[src/rtl/hs_phase_seq_pkg.sv]
// Shared types for the handshake sequencer.
package hs_phase_seq_pkg;

    // Sequencer phases: waiting to start, evaluating, returning to zero
    typedef enum logic [1:0] {
        SQ_IDLE = 2'd0,
        SQ_EVAL = 2'd1,
        SQ_RZ   = 2'd2
    } seq_state_t;

endpackage

[src/rtl/hs_bit_sync.sv]
// Multi-flop synchronizer for one asynchronous level.
// Assumes: STAGES >= 2; the input changes slowly relative to clk.
module hs_bit_sync #(
    parameter int STAGES = 2
) (
    input  logic clk,
    input  logic rst_n,
    input  logic d_async,
    output logic q_sync
);
    localparam int LAST = STAGES - 1;

    logic [LAST:0] chain;

    // Shift the asynchronous level through the flop chain
    always_ff @(posedge clk) begin
        if (!rst_n) chain <= '0;
        else        chain <= {chain[LAST-1:0], d_async};
    end

    assign q_sync = chain[LAST];
endmodule

[src/rtl/hs_toggle_detect.sv]
// Turns a transition-signalled input into a one-cycle event pulse.
// A change in either direction produces one pulse.
// Assumes: the input sits at 0 during reset; toggles are spaced by more than
// one clock period.
module hs_toggle_detect #(
    parameter int STAGES = 2
) (
    input  logic clk,
    input  logic rst_n,
    input  logic phase_async,
    output logic evt
);
    logic lvl;
    logic lvl_prev;

    hs_bit_sync #(.STAGES(STAGES)) u_sync (
        .clk     (clk),
        .rst_n   (rst_n),
        .d_async (phase_async),
        .q_sync  (lvl)
    );

    // Remember the last synchronized level to spot any change
    always_ff @(posedge clk) begin
        if (!rst_n) lvl_prev <= 1'b0;
        else        lvl_prev <= lvl;
    end

    assign evt = lvl ^ lvl_prev;
endmodule

[src/rtl/hs_event_latch.sv]
// Sticky set/reset flag that holds an event until it is consumed.
// If a set and a clear arrive in the same cycle, the set wins, so a new event
// arriving in the cycle of consumption is kept.
module hs_event_latch #(
    parameter bit INIT = 1'b0
) (
    input  logic clk,
    input  logic rst_n,
    input  logic set_evt,
    input  logic clr,
    output logic pend
);
    // Capture the event and keep it until cleared
    always_ff @(posedge clk) begin
        if (!rst_n) pend <= INIT;
        else        pend <= set_evt | (pend & ~clr);
    end

    // A held event survives every cycle that does not consume it
    AST_EVENT_HELD: assert property (@(posedge clk) disable iff (!rst_n)
        (pend && !clr) |=> pend);
endmodule

[src/rtl/hs_seq_core.sv]
// Evaluate/return-to-zero sequencer for the function block.
// Starts evaluation on the three-way condition, ends it on output
// completion, and toggles the upstream acknowledge in that same cycle.
// Assumes: the pending flags come from hs_event_latch instances; done_s is
// the synchronized block completion level.
module hs_seq_core
    import hs_phase_seq_pkg::*;
#(
    parameter bit PIPELINE = 1'b1
) (
    input  logic clk,
    input  logic rst_n,
    input  logic req_pend,
    input  logic ack_pend,
    input  logic out_pend,
    input  logic done_s,
    output logic take_start,
    output logic take_end,
    output logic fb_enable,
    output logic lack_phase
);
    seq_state_t state;
    seq_state_t state_nx;
    logic       ack_ok;

    // Downstream acknowledge is only part of the condition in pipeline mode
    assign ack_ok = PIPELINE ? ack_pend : 1'b1;

    // Decide when events are consumed and which phase comes next
    always_comb begin
        state_nx   = state;
        take_start = 1'b0;
        take_end   = 1'b0;
        case (state)
            SQ_IDLE: if (req_pend && ack_ok && !done_s) begin
                take_start = 1'b1;
                state_nx   = SQ_EVAL;
            end
            SQ_EVAL: if (out_pend) begin
                take_end = 1'b1;
                state_nx = SQ_RZ;
            end
            SQ_RZ:   if (!done_s) state_nx = SQ_IDLE;
            default: state_nx = SQ_IDLE;
        endcase
    end

    // Phase register and registered enable level
    always_ff @(posedge clk) begin
        if (!rst_n) begin
            state     <= SQ_IDLE;
            fb_enable <= 1'b0;
        end else begin
            state <= state_nx;
            if (take_start)    fb_enable <= 1'b1;
            else if (take_end) fb_enable <= 1'b0;
        end
    end

    generate
        if (PIPELINE) begin : g_lack
            // Upstream acknowledge toggles as return-to-zero begins
            always_ff @(posedge clk) begin
                if (!rst_n)        lack_phase <= 1'b0;
                else if (take_end) lack_phase <= ~lack_phase;
            end

            AST_LACK_AT_FALL: assert property (@(posedge clk) disable iff (!rst_n)
                (lack_phase != $past(lack_phase)) |-> $fell(fb_enable));
            AST_FALL_MOVES_LACK: assert property (@(posedge clk) disable iff (!rst_n)
                $fell(fb_enable) |-> (lack_phase != $past(lack_phase)));
            AST_RISE_NEEDS_ACK: assert property (@(posedge clk) disable iff (!rst_n)
                $rose(fb_enable) |-> $past(ack_pend));
        end else begin : g_no_lack
            assign lack_phase = 1'b0;

            AST_SERVER_NO_LACK: assert property (@(posedge clk) disable iff (!rst_n)
                lack_phase == 1'b0);
        end
    endgenerate

    AST_RISE_NEEDS_REQ: assert property (@(posedge clk) disable iff (!rst_n)
        $rose(fb_enable) |-> $past(req_pend));
    AST_RISE_NEEDS_RZ_DONE: assert property (@(posedge clk) disable iff (!rst_n)
        $rose(fb_enable) |-> !$past(done_s));
    AST_FALL_NEEDS_OUT: assert property (@(posedge clk) disable iff (!rst_n)
        $fell(fb_enable) |-> $past(out_pend));
    AST_ENABLE_TRACKS_EVAL: assert property (@(posedge clk) disable iff (!rst_n)
        fb_enable == (state == SQ_EVAL));
endmodule

[src/rtl/hs_phase_seq.sv]
// Top of the handshake sequencer: synchronizes the transition inputs,
// holds each event in a sticky flag, and runs the evaluate/return-to-zero
// sequence for a four-phase function block.
// Assumes: all phase inputs are 0 at reset; the block completion level rises
// during evaluation and falls during return-to-zero.
module hs_phase_seq #(
    parameter int SYNC_STAGES = 2,
    parameter bit PIPELINE    = 1'b1
) (
    input  logic clk,
    input  logic rst_n,
    input  logic in_phase,
    input  logic out_phase,
    input  logic rack_phase,
    input  logic fb_done,
    output logic fb_enable,
    output logic lack_phase
);
    logic in_evt, out_evt, rack_evt;
    logic req_pend, ack_pend, out_pend;
    logic done_s;
    logic take_start, take_end;

    hs_toggle_detect #(.STAGES(SYNC_STAGES)) u_in_det (
        .clk (clk), .rst_n (rst_n), .phase_async (in_phase),   .evt (in_evt)
    );
    hs_toggle_detect #(.STAGES(SYNC_STAGES)) u_out_det (
        .clk (clk), .rst_n (rst_n), .phase_async (out_phase),  .evt (out_evt)
    );
    hs_toggle_detect #(.STAGES(SYNC_STAGES)) u_rack_det (
        .clk (clk), .rst_n (rst_n), .phase_async (rack_phase), .evt (rack_evt)
    );

    hs_bit_sync #(.STAGES(SYNC_STAGES)) u_done_sync (
        .clk (clk), .rst_n (rst_n), .d_async (fb_done), .q_sync (done_s)
    );

    // New input item: consumed when evaluation starts
    hs_event_latch #(.INIT(1'b0)) u_req_flag (
        .clk (clk), .rst_n (rst_n), .set_evt (in_evt),   .clr (take_start), .pend (req_pend)
    );
    // Downstream acknowledge: counts as already received after reset
    hs_event_latch #(.INIT(1'b1)) u_ack_flag (
        .clk (clk), .rst_n (rst_n), .set_evt (rack_evt), .clr (take_start), .pend (ack_pend)
    );
    // Output completion: consumed when evaluation ends
    hs_event_latch #(.INIT(1'b0)) u_out_flag (
        .clk (clk), .rst_n (rst_n), .set_evt (out_evt),  .clr (take_end),   .pend (out_pend)
    );

    hs_seq_core #(.PIPELINE(PIPELINE)) u_core (
        .clk        (clk),
        .rst_n      (rst_n),
        .req_pend   (req_pend),
        .ack_pend   (ack_pend),
        .out_pend   (out_pend),
        .done_s     (done_s),
        .take_start (take_start),
        .take_end   (take_end),
        .fb_enable  (fb_enable),
        .lack_phase (lack_phase)
    );

    AST_RESET_IDLE: assert property (@(posedge clk)
        !rst_n |=> (!fb_enable && !lack_phase));
endmodule

[config.mk]
export PLATFORM = sky130hd
export DESIGN_NAME = hs_phase_seq
export DESIGN_NICKNAME = d
export VERILOG_FILES = /design/src/rtl/hs_phase_seq_pkg.sv /design/src/rtl/hs_bit_sync.sv /design/src/rtl/hs_toggle_detect.sv /design/src/rtl/hs_event_latch.sv /design/src/rtl/hs_seq_core.sv /design/src/rtl/hs_phase_seq.sv
export SDC_FILE = /design/constraint.sdc
export NUM_CORES = 1
export LEC_CHECK = 0
export BUFFER_PORTS_ARGS = -buffer_cell sky130_fd_sc_hd__clkbuf_2
export CAP_MARGIN = 20
export CORE_AREA = 2 2 39 41
export DETAILED_ROUTE_END_ITERATION = 16
export DIE_AREA = 0 0 41 43
export PLACE_DENSITY = 0.62
export SLEW_MARGIN = 30
export SYNTH_ARGS = -nofsm -noshare
export SYNTH_HDL_FRONTEND = slang
export SYNTH_SLANG_ARGS = --single-unit
[constraint.sdc]
create_clock -name clk -period 2.5 [get_ports clk]
set_clock_uncertainty 0.2 [all_clocks]
set_input_delay 0.25 -clock clk [delete_from_list [all_inputs] [get_ports clk]]
set_output_delay 0.25 -clock clk [all_outputs]
set_load 0.03 [all_outputs]
==> flow_summary.yaml, run 1 <==
global_route:
  grt_pass1_vias: 346
  gr-total-overflow: 0
  grt_usage: 0.121
  grt_max_degree: 20
  grt_pass1_wl_mm: 1.37
  antenna_found_initial: 0
timing:
  max_slew_margin: 0.815
  rsz0062_at_grt: "false"
  setup_ws_ns: 1.17
  slew_violations: 0
  fin_crit_sh: 0.533
  setup_viol: 0
  fin_tns_setup_ns: 0
  period_minus_slack_ns: 1.33
  fmax_mhz: 751
  worst_pin_slew_ns: 0.278
  hold_violations: 0
synth:
  synth-simple-area-share: 0.243
  async_flop_share: 0
  syn_inst: 52
  syn_area_per_cell_um2: 11.2
  ys_types: 18
  ys_ff_latch: 18
  synth_xor_area_frac: 0.0602
  yosysTopAreaCell: "dfxtp_1"
  ys.flop_type: "dfxtp_1"
  syn-cell-area_um2: 582
  ys_seq_area_frac: 0.619
  synth_top_family_by_area: "simple AND/OR/NAND/NOR gates"
  muxShareOfSynthArea: 0
  ys_warn_count: 0
  synth_edf_count: 0
  ys_top_cells_by_area: "dfxtp_1, and2_1, xnor2_1, xor2_1, nand3b_1"
  synth-compound-area-share: 0.0688
  synth_adder_area_share: 0
  synth_top_area_frac: 0.619
  synth_nets: 58
placement:
  preCtsSetupSlack_ns: 1.37
  gp_congestion: 0.607
  port_buffers: 7
  dp_hpwl_um: 527
routing:
  num_vias: 366
  wirelength_um: 762
  route.antenna.remaining_nets: 0
  drtIter0Drc: 1
  post_drt_wl_per_cell_um: 9.41
  drcViolationCount: 0
  drt_pass1_iterations: 2
  vias_per_cell: 4.52
cells_and_area:
  layout_commonest_cell: "dfxtp_1"
  area_delta_synth_final_pct: 19.4
  num_antenna_cells: 0
  fin_nets: 73
  num-fill-cells: 123
  post_route_cells_drive_above_1_share: 0.169
  most-common-layout-cells: "dfxtp_1, and2_1, clkbuf_2, dlygate4sd3_1"
critical_path:
  cp_num_buf_inv: 1
  start_kind: "register"
  critical_path.cell_chain: "clkbuf_2"
  critPathTopFamily: "flip-flops"
  critPathMaxFanout: 2
  timing_worst_setup_path_type: "reg -> out"
  cpPeakStageDelay_ns: 0.38
  cp_data_required_time_ns: 2.05
  slowest_stage: "dfxtp_1"
  worstPathArrival_ns: 0.88
  end_kind: "output port"
floorplan:
  core_area_mm2: 0.00138
  pin_count: 8
  rows: 14
  die_y_um: 43
  die_x_um: 41
  die_area_mm2: 0.00176
  start_util: 0.420
clocking:
  post-cts-setup-buffers: 0
  cts_tree: "done"
  cts_resized: 0
  clock_latency_ns: 0.28
  clkSinkCount: 18
  ctsHoldBuffers: 4
  cts_buffers: 3
  path_clk_slew_ns: 0.09
  ctsHtreeMaxLevel: 1
  cts-root-buf: "clkbuf_4"
  cts_buffer_depth: 2
pwr:
  vdd_drop_max_mv: 0.393
  powerDensity_mw_per_mm2: 682
  cellLeakagePower_nw: 0.296
flow_run:
  drv_cap: 0
run_status:
  status: "finished, final reports clean"
hold_path:
  hp-class: "in -> reg"
## report_power, final
part	leakage, nW	switching, mW	internal [mW]	total (mW)
registers	0.148	0.00635	0.299	0.305
logic	0.134	0.0140	0.0183	0.0323
clock network	0.0138	0.0800	0.0559	0.136
total	0.296	0.100	0.373	0.474
## worst paths after layout
kind / startpoint / slack, ns / cells after the start / end
min: rst_n / 0.17 / 2 / u_req_flag.pend
max reg2reg: u_core.state[1] / 1.36 / 3 / u_core.lack_phase
min reg2reg: u_done_sync.chain[0] / 0.24 / 1 / u_done_sync.chain[1]
max: u_core.lack_phase / 1.17 / 1 / lack_phase
## Yosys cell counts (2+ instances only)
cell / count
nand2b_1: 2
and2_1: 12
xor2_1: 2
nand3b_1: 2
nand2_1: 3
dfxtp_1: 18
xnor2_1: 2
## state kept, by name, indices dropped and copies added, names as in the netlist, 2 cells and up
signal / count
u_core.state: 2
u_done_sync.chain: 2
u_in_det.u_sync.chain: 2
u_out_det.u_sync.chain: 2
u_rack_det.u_sync.chain: 2
## through the flow
| step | cells | hold WS [ns] | utilization | total power [mW] | area (um2) |
|---|---|---|---|---|---|
| 2_1_floorplan | 52 | 0.172 | - | 0.331 | 582 |
| 3_3_place_gp | 74 | 0.217 | 0.457 | 0.340 | 632 |
| 3_5_place_dp | 74 | 0.220 | 0.457 | 0.340 | 632 |
| 4_1_cts | 81 | 0.175 | 0.502 | 0.479 | 694 |
| 5_1_grt | 81 | 0.185 | 0.502 | 0.501 | 694 |
| 6_report | 81 | 0.170 | 0.502 | 0.474 | 694 |
## worst reg2reg max path: stages (launching register included)
cell and delay, ns:
dfxtp_1 0.34, nand3b_1 0.22, xnor2_1 0.15, and2_1 0.14
## cell type report
class	count	area, um2	area share
flip-flops and latches	18	360	0.519
multi-input cells	33	216	0.312
repair buffers	11	75.1	0.108
clock buffers	3	22.5	0.0324
well taps	16	20.0	0.0288
## kinds of logic (layout without fill, tap and decap cells)
family          after synthesis  after routing
compound gates                6              6
xor+xnor                      4              4
buf+inv                       1             14
flops                        18             18
simple gates                 23             23
## layer usage
layer / GRT usage / vias to the layer above / part of all wire
met3: 0.0471 / 2 / 0.030
li1: - / 194 / -
met2: 0.159 / 8 / 0.46
met1: 0.148 / 162 / 0.49
met5: 0 / - / 0
met4: 0.100 / 0 / 0.018
Note: power is estimated with default switching activity, not from simulation.
==> inputs of run 2 (changes only) <==
- PLACE_DENSITY: 0.62 -> 0.65
- clock period: 2.5 -> 1.2 ns (I/O delays scaled with it)
==> run 2 against run 1 <==
  * Register-to-register slack got worse by 1.3 ns
  * Wire length grew 9.7%
  * Critical path depth up 2
  * Power grew 130%
==> flow_summary.yaml, run 2 (synthesized netlist as in run 1, its figures left out) <==
run_status:
  status: "finished, final reports clean"
pwr:
  p_total_mw: 1.07
  vdd_drop_max_mv: 0.700
  cellLeakagePower_nw: 0.306
  powerDensity_mw_per_mm2: 1480
cells_and_area:
  fin_nets: 73
  layout_commonest_cell: "dfxtp_1"
  num_antenna_cells: 0
  area_delta_synth_final_pct: 24.1
  fin_util: 0.522
  stdcell_area_um2: 722
  num-fill-cells: 127
  post_route_cells_drive_above_1_share: 0.212
  final_cell_count_no_fill: 82
  most-common-layout-cells: "dfxtp_1, and2_1, clkbuf_2, dlygate4sd3_1"
routing:
  post_drt_wl_per_cell_um: 10.2
  route.antenna.remaining_nets: 0
  drt_pass1_iterations: 2
  wirelength_um: 836
  num_vias: 355
  drtIter0Drc: 4
  vias_per_cell: 4.33
  drcViolationCount: 0
floorplan:
  rows: 14
  start_util: 0.420
  die_y_um: 43
  core_area_mm2: 0.00138
  pin_count: 8
  die_x_um: 41
  die_area_mm2: 0.00176
critical_path:
  worstPathArrival_ns: 1.13
  start_kind: "register"
  slowest_stage: "dfxtp_2"
  end_kind: "register"
  cp_num_buf_inv: 0
  cpPeakStageDelay_ns: 0.35
  cp_data_required_time_ns: 1.19
  critical_path.cell_chain: "nand3b_1, xnor2_1, and2_1"
  critPathTopFamily: "flip-flops"
  critPathMaxFanout: 4
  timing_worst_setup_path_type: "reg -> reg"
timing:
  fin_tns_setup_ns: 0
  slew_violations: 0
  setup_ws_ns: 0.0528
  worst_pin_slew_ns: 0.281
  period_minus_slack_ns: 1.15
  max_slew_margin: 0.812
  fin_crit_sh: 0.956
  fmax_mhz: 872
  fin_hold_ws_ns: 0.0329
  hold_violations: 0
  setup_viol: 0
  rsz0062_at_grt: "true"
placement:
  placedCellCount: 74
  gp_congestion: 0.646
  preCtsSetupSlack_ns: 0.0676
  port_buffers: 7
  post_dp_cell_area_um2: 632
global_route:
  gr-total-overflow: 0
  grt_max_degree: 20
  grt_usage: 0.125
  antenna_found_initial: 0
  grt_pass1_vias: 346
  grt_pass1_wl_mm: 1.38
clocking:
  ctsHtreeMaxLevel: 1
  cts_buffers: 3
  cts_tree: "done"
  clkSinkCount: 18
  cts-root-buf: "clkbuf_4"
  cts_buffer_depth: 2
  clock_latency_ns: 0.29
  path_clk_slew_ns: 0.10
flow_run:
  drv_cap: 0
hold_path:
  hp-class: "in -> reg"
run 2: cell count changes in the layout (fill, tap and decap cells not counted):
cell | before | now
clkbuf_2 | 7 | 5
clkbuf_8 | 0 | 2
dfxtp_1 | 18 | 16
dfxtp_2 | 0 | 2
buf_4 | 0 | 1
run 2: worst register-to-register path, stage by stage, from the launching register on:
cell and delay, ns:
dfxtp_2 0.35, nand3b_1 0.21, xnor2_1 0.15, and2_1 0.14
run 2: metal layers:
metal	routed length (um)	global-route usage	vias to the layer above
li1	-	-	195
met5	0	0	-
met1	442	0.161	149
met4	9	0.100	0
met2	345	0.159	9
met3	38	0.0471	2
run 2: repair_timing:
action | CTS | global route
buffers inserted | 0 | 0
setup endpoints to repair | 1 | 4
pin swaps | 0 | 1
resized for setup | 2 | 5
hold endpoints to repair | 4 | 0
hold buffers | 4 | 0
run 2: path summary, 6_finish.rpt:
kind,startpoint,to,slack (ns),cells past startpoint
setup / recovery,u_core.state[1],u_core.lack_phase,0.05,3
hold reg to reg,u_out_det.u_sync.chain[0],u_out_det.u_sync.chain[1],0.24,1
hold / removal,rst_n,u_req_flag.pend,0.03,2
setup reg to reg,u_core.state[1],u_core.lack_phase,0.05,3
run 2: report_power, final:
group	total, mW	internal [mW]	leakage (nW)	switching [mW]
Clock	0.366	0.185	0.0210	0.181
Combinational	0.0697	0.0404	0.137	0.0294
Sequential	0.636	0.623	0.149	0.0132
Total	1.07	0.848	0.306	0.223
run 2: area by class of cell:
cell class,instances,area (um2),share of cell area
clock buffer,4,36.3,0.0503
multi-input combinational,33,216,0.300
tap,16,20.0,0.0277
timing repair buffer,11,86.3,0.120
sequential,18,363,0.503
==> inputs of run 3 (changes only) <==
- PLACE_DENSITY: 0.65 -> 0.62
- clock period: 1.2 -> 1.4 ns (I/O delays scaled with it)
==> run 3 against run 2 <==
  * Sequential power down 14%
  * Critical endpoint is now lack_phase
  * Global-route usage up 0.33 points
  * Final cell count unchanged
  * First-iteration DRC count down 25%
==> flow_summary.yaml, run 3 (synthesized netlist as in run 1, its figures left out) <==
run_status:
  status: "finished, final reports clean"
timing:
  rsz0062_at_grt: "false"
  worst_pin_slew_ns: 0.285
  period_minus_slack_ns: 1.21
  slew_violations: 0
  fin_tns_setup_ns: 0
  max_slew_margin: 0.810
  setup_ws_ns: 0.189
  fin_crit_sh: 0.865
  setup_viol: 0
  fmax_mhz: 826
  hold_violations: 0
global_route:
  met1_usage: 0.152
  antenna_found_initial: 0
  top_usage_layer: "met2"
  grt_usage: 0.128
  grtUsageMet3: 0.0471
  grt_use_met2: 0.169
  grt_pass1_vias: 375
  grt_pass1_wl_mm: 1.42
  grt_max_degree: 20
  gr-total-overflow: 0
floorplan:
  rows: 14
  pin_count: 8
  die_area_mm2: 0.00176
  core_area_mm2: 0.00138
  start_util: 0.420
  die_x_um: 41
  die_y_um: 43
routing:
  drcViolationCount: 0
  post_drt_wl_per_cell_um: 9.99
  drt_pass1_iterations: 2
  wirelength_um: 819
  drtIter0Drc: 3
  route.antenna.remaining_nets: 0
  num_vias: 379
  vias_per_cell: 4.62
pwr:
  vdd_drop_max_mv: 0.639
  cellLeakagePower_nw: 0.303
  powerDensity_mw_per_mm2: 1290
  p_total_uw: 913
critical_path:
  timing_worst_setup_path_type: "reg -> out"
  cp_data_required_time_ns: 1.06
  rr_worst_depth: 3
  worstPathArrival_ns: 0.87
  critical_path.cell_chain: "clkbuf_2"
  cp_num_buf_inv: 1
  end_kind: "output port"
  slowest_stage: "dfxtp_1"
  critPathTopFamily: "flip-flops"
  cp-startpoint: "u_core.lack_phase"
  critPathMaxFanout: 2
  timing.rr.start: "u_core.state[1]"
  reg2reg_slack_ns: 0.24
  start_kind: "register"
  timing.rr.end: "u_core.lack_phase"
  crit_end: "lack_phase"
  cpPeakStageDelay_ns: 0.36
  path_depth: 1
clocking:
  cts_buffer_depth: 2
  ctsHtreeMaxLevel: 1
  cts-root-buf: "clkbuf_4"
  path_clk_slew_ns: 0.10
  clock_latency_ns: 0.29
  clkSinkCount: 18
  cts_resized: 0
  post-cts-setup-buffers: 0
  cts_buffers: 3
  ctsHoldBuffers: 4
  cts_tree: "done"
cells_and_area:
  area_delta_synth_final_pct: 21.7
  most-common-layout-cells: "dfxtp_1, and2_1, clkbuf_2, dlygate4sd3_1"
  num_antenna_cells: 0
  layout_commonest_cell: "dfxtp_1"
  num-fill-cells: 123
  stdcell_area_um2: 708
  post_route_cells_drive_above_1_share: 0.182
  fin_nets: 73
placement:
  gp_congestion: 0.601
  post_dp_cell_area_um2: 632
  port_buffers: 7
  preCtsSetupSlack_ns: 0.248
  dp_hpwl_um: 539
flow_run:
  drv_cap: 0
hold_path:
  hp-class: "in -> reg"
  worstHoldStart: "rst_n"
## run 3: metal layers
layer / wire [um] / vias to the layer above
met3: 24 / 3
li1: - / 194
met4: 24 / 0
met1: 390 / 173
met2: 379 / 9
met5: 0 / -
## run 3: through the flow
stage	hold WS [ns]	instances	util
5_1_grt	0.0821	82	0.512
3_3_place_gp	0.145	74	0.457
4_1_cts	0.0665	82	0.512
3_5_place_dp	0.147	74	0.457
2_1_floorplan	0.0617	52	-
6_report	0.0570	82	0.512
## run 3: layout make-up
class	instances	area [um2]	area share
well taps	16	20.0	0.0283
clock buffers	4	36.3	0.0512
flip-flops and latches	18	360	0.509
repair buffers	11	75.1	0.106
multi-input cells	33	216	0.306
## run 3: worst min path at each step
| stage | endpoint | slack [ns] | cells after the start |
|---|---|---|---|
| 6_report | u_req_flag.pend | 0.06 | 2 |
| 5_1_grt | u_req_flag.pend | 0.08 | 2 |
| 4_1_cts | u_req_flag.pend | 0.07 | 2 |
| 3_5_place_dp | u_done_sync.chain[0] | 0.15 | 2 |
| 3_3_place_gp | u_done_sync.chain[0] | 0.15 | 2 |
| 2_1_floorplan | u_done_sync.chain[0] | 0.06 | 1 |
## run 3: where the power goes
group / internal (mW) / switching (mW) / leakage (nW)
combinational: 0.0326 / 0.0256 / 0.134
clock: 0.158 / 0.151 / 0.0210
sequential: 0.534 / 0.0113 / 0.148
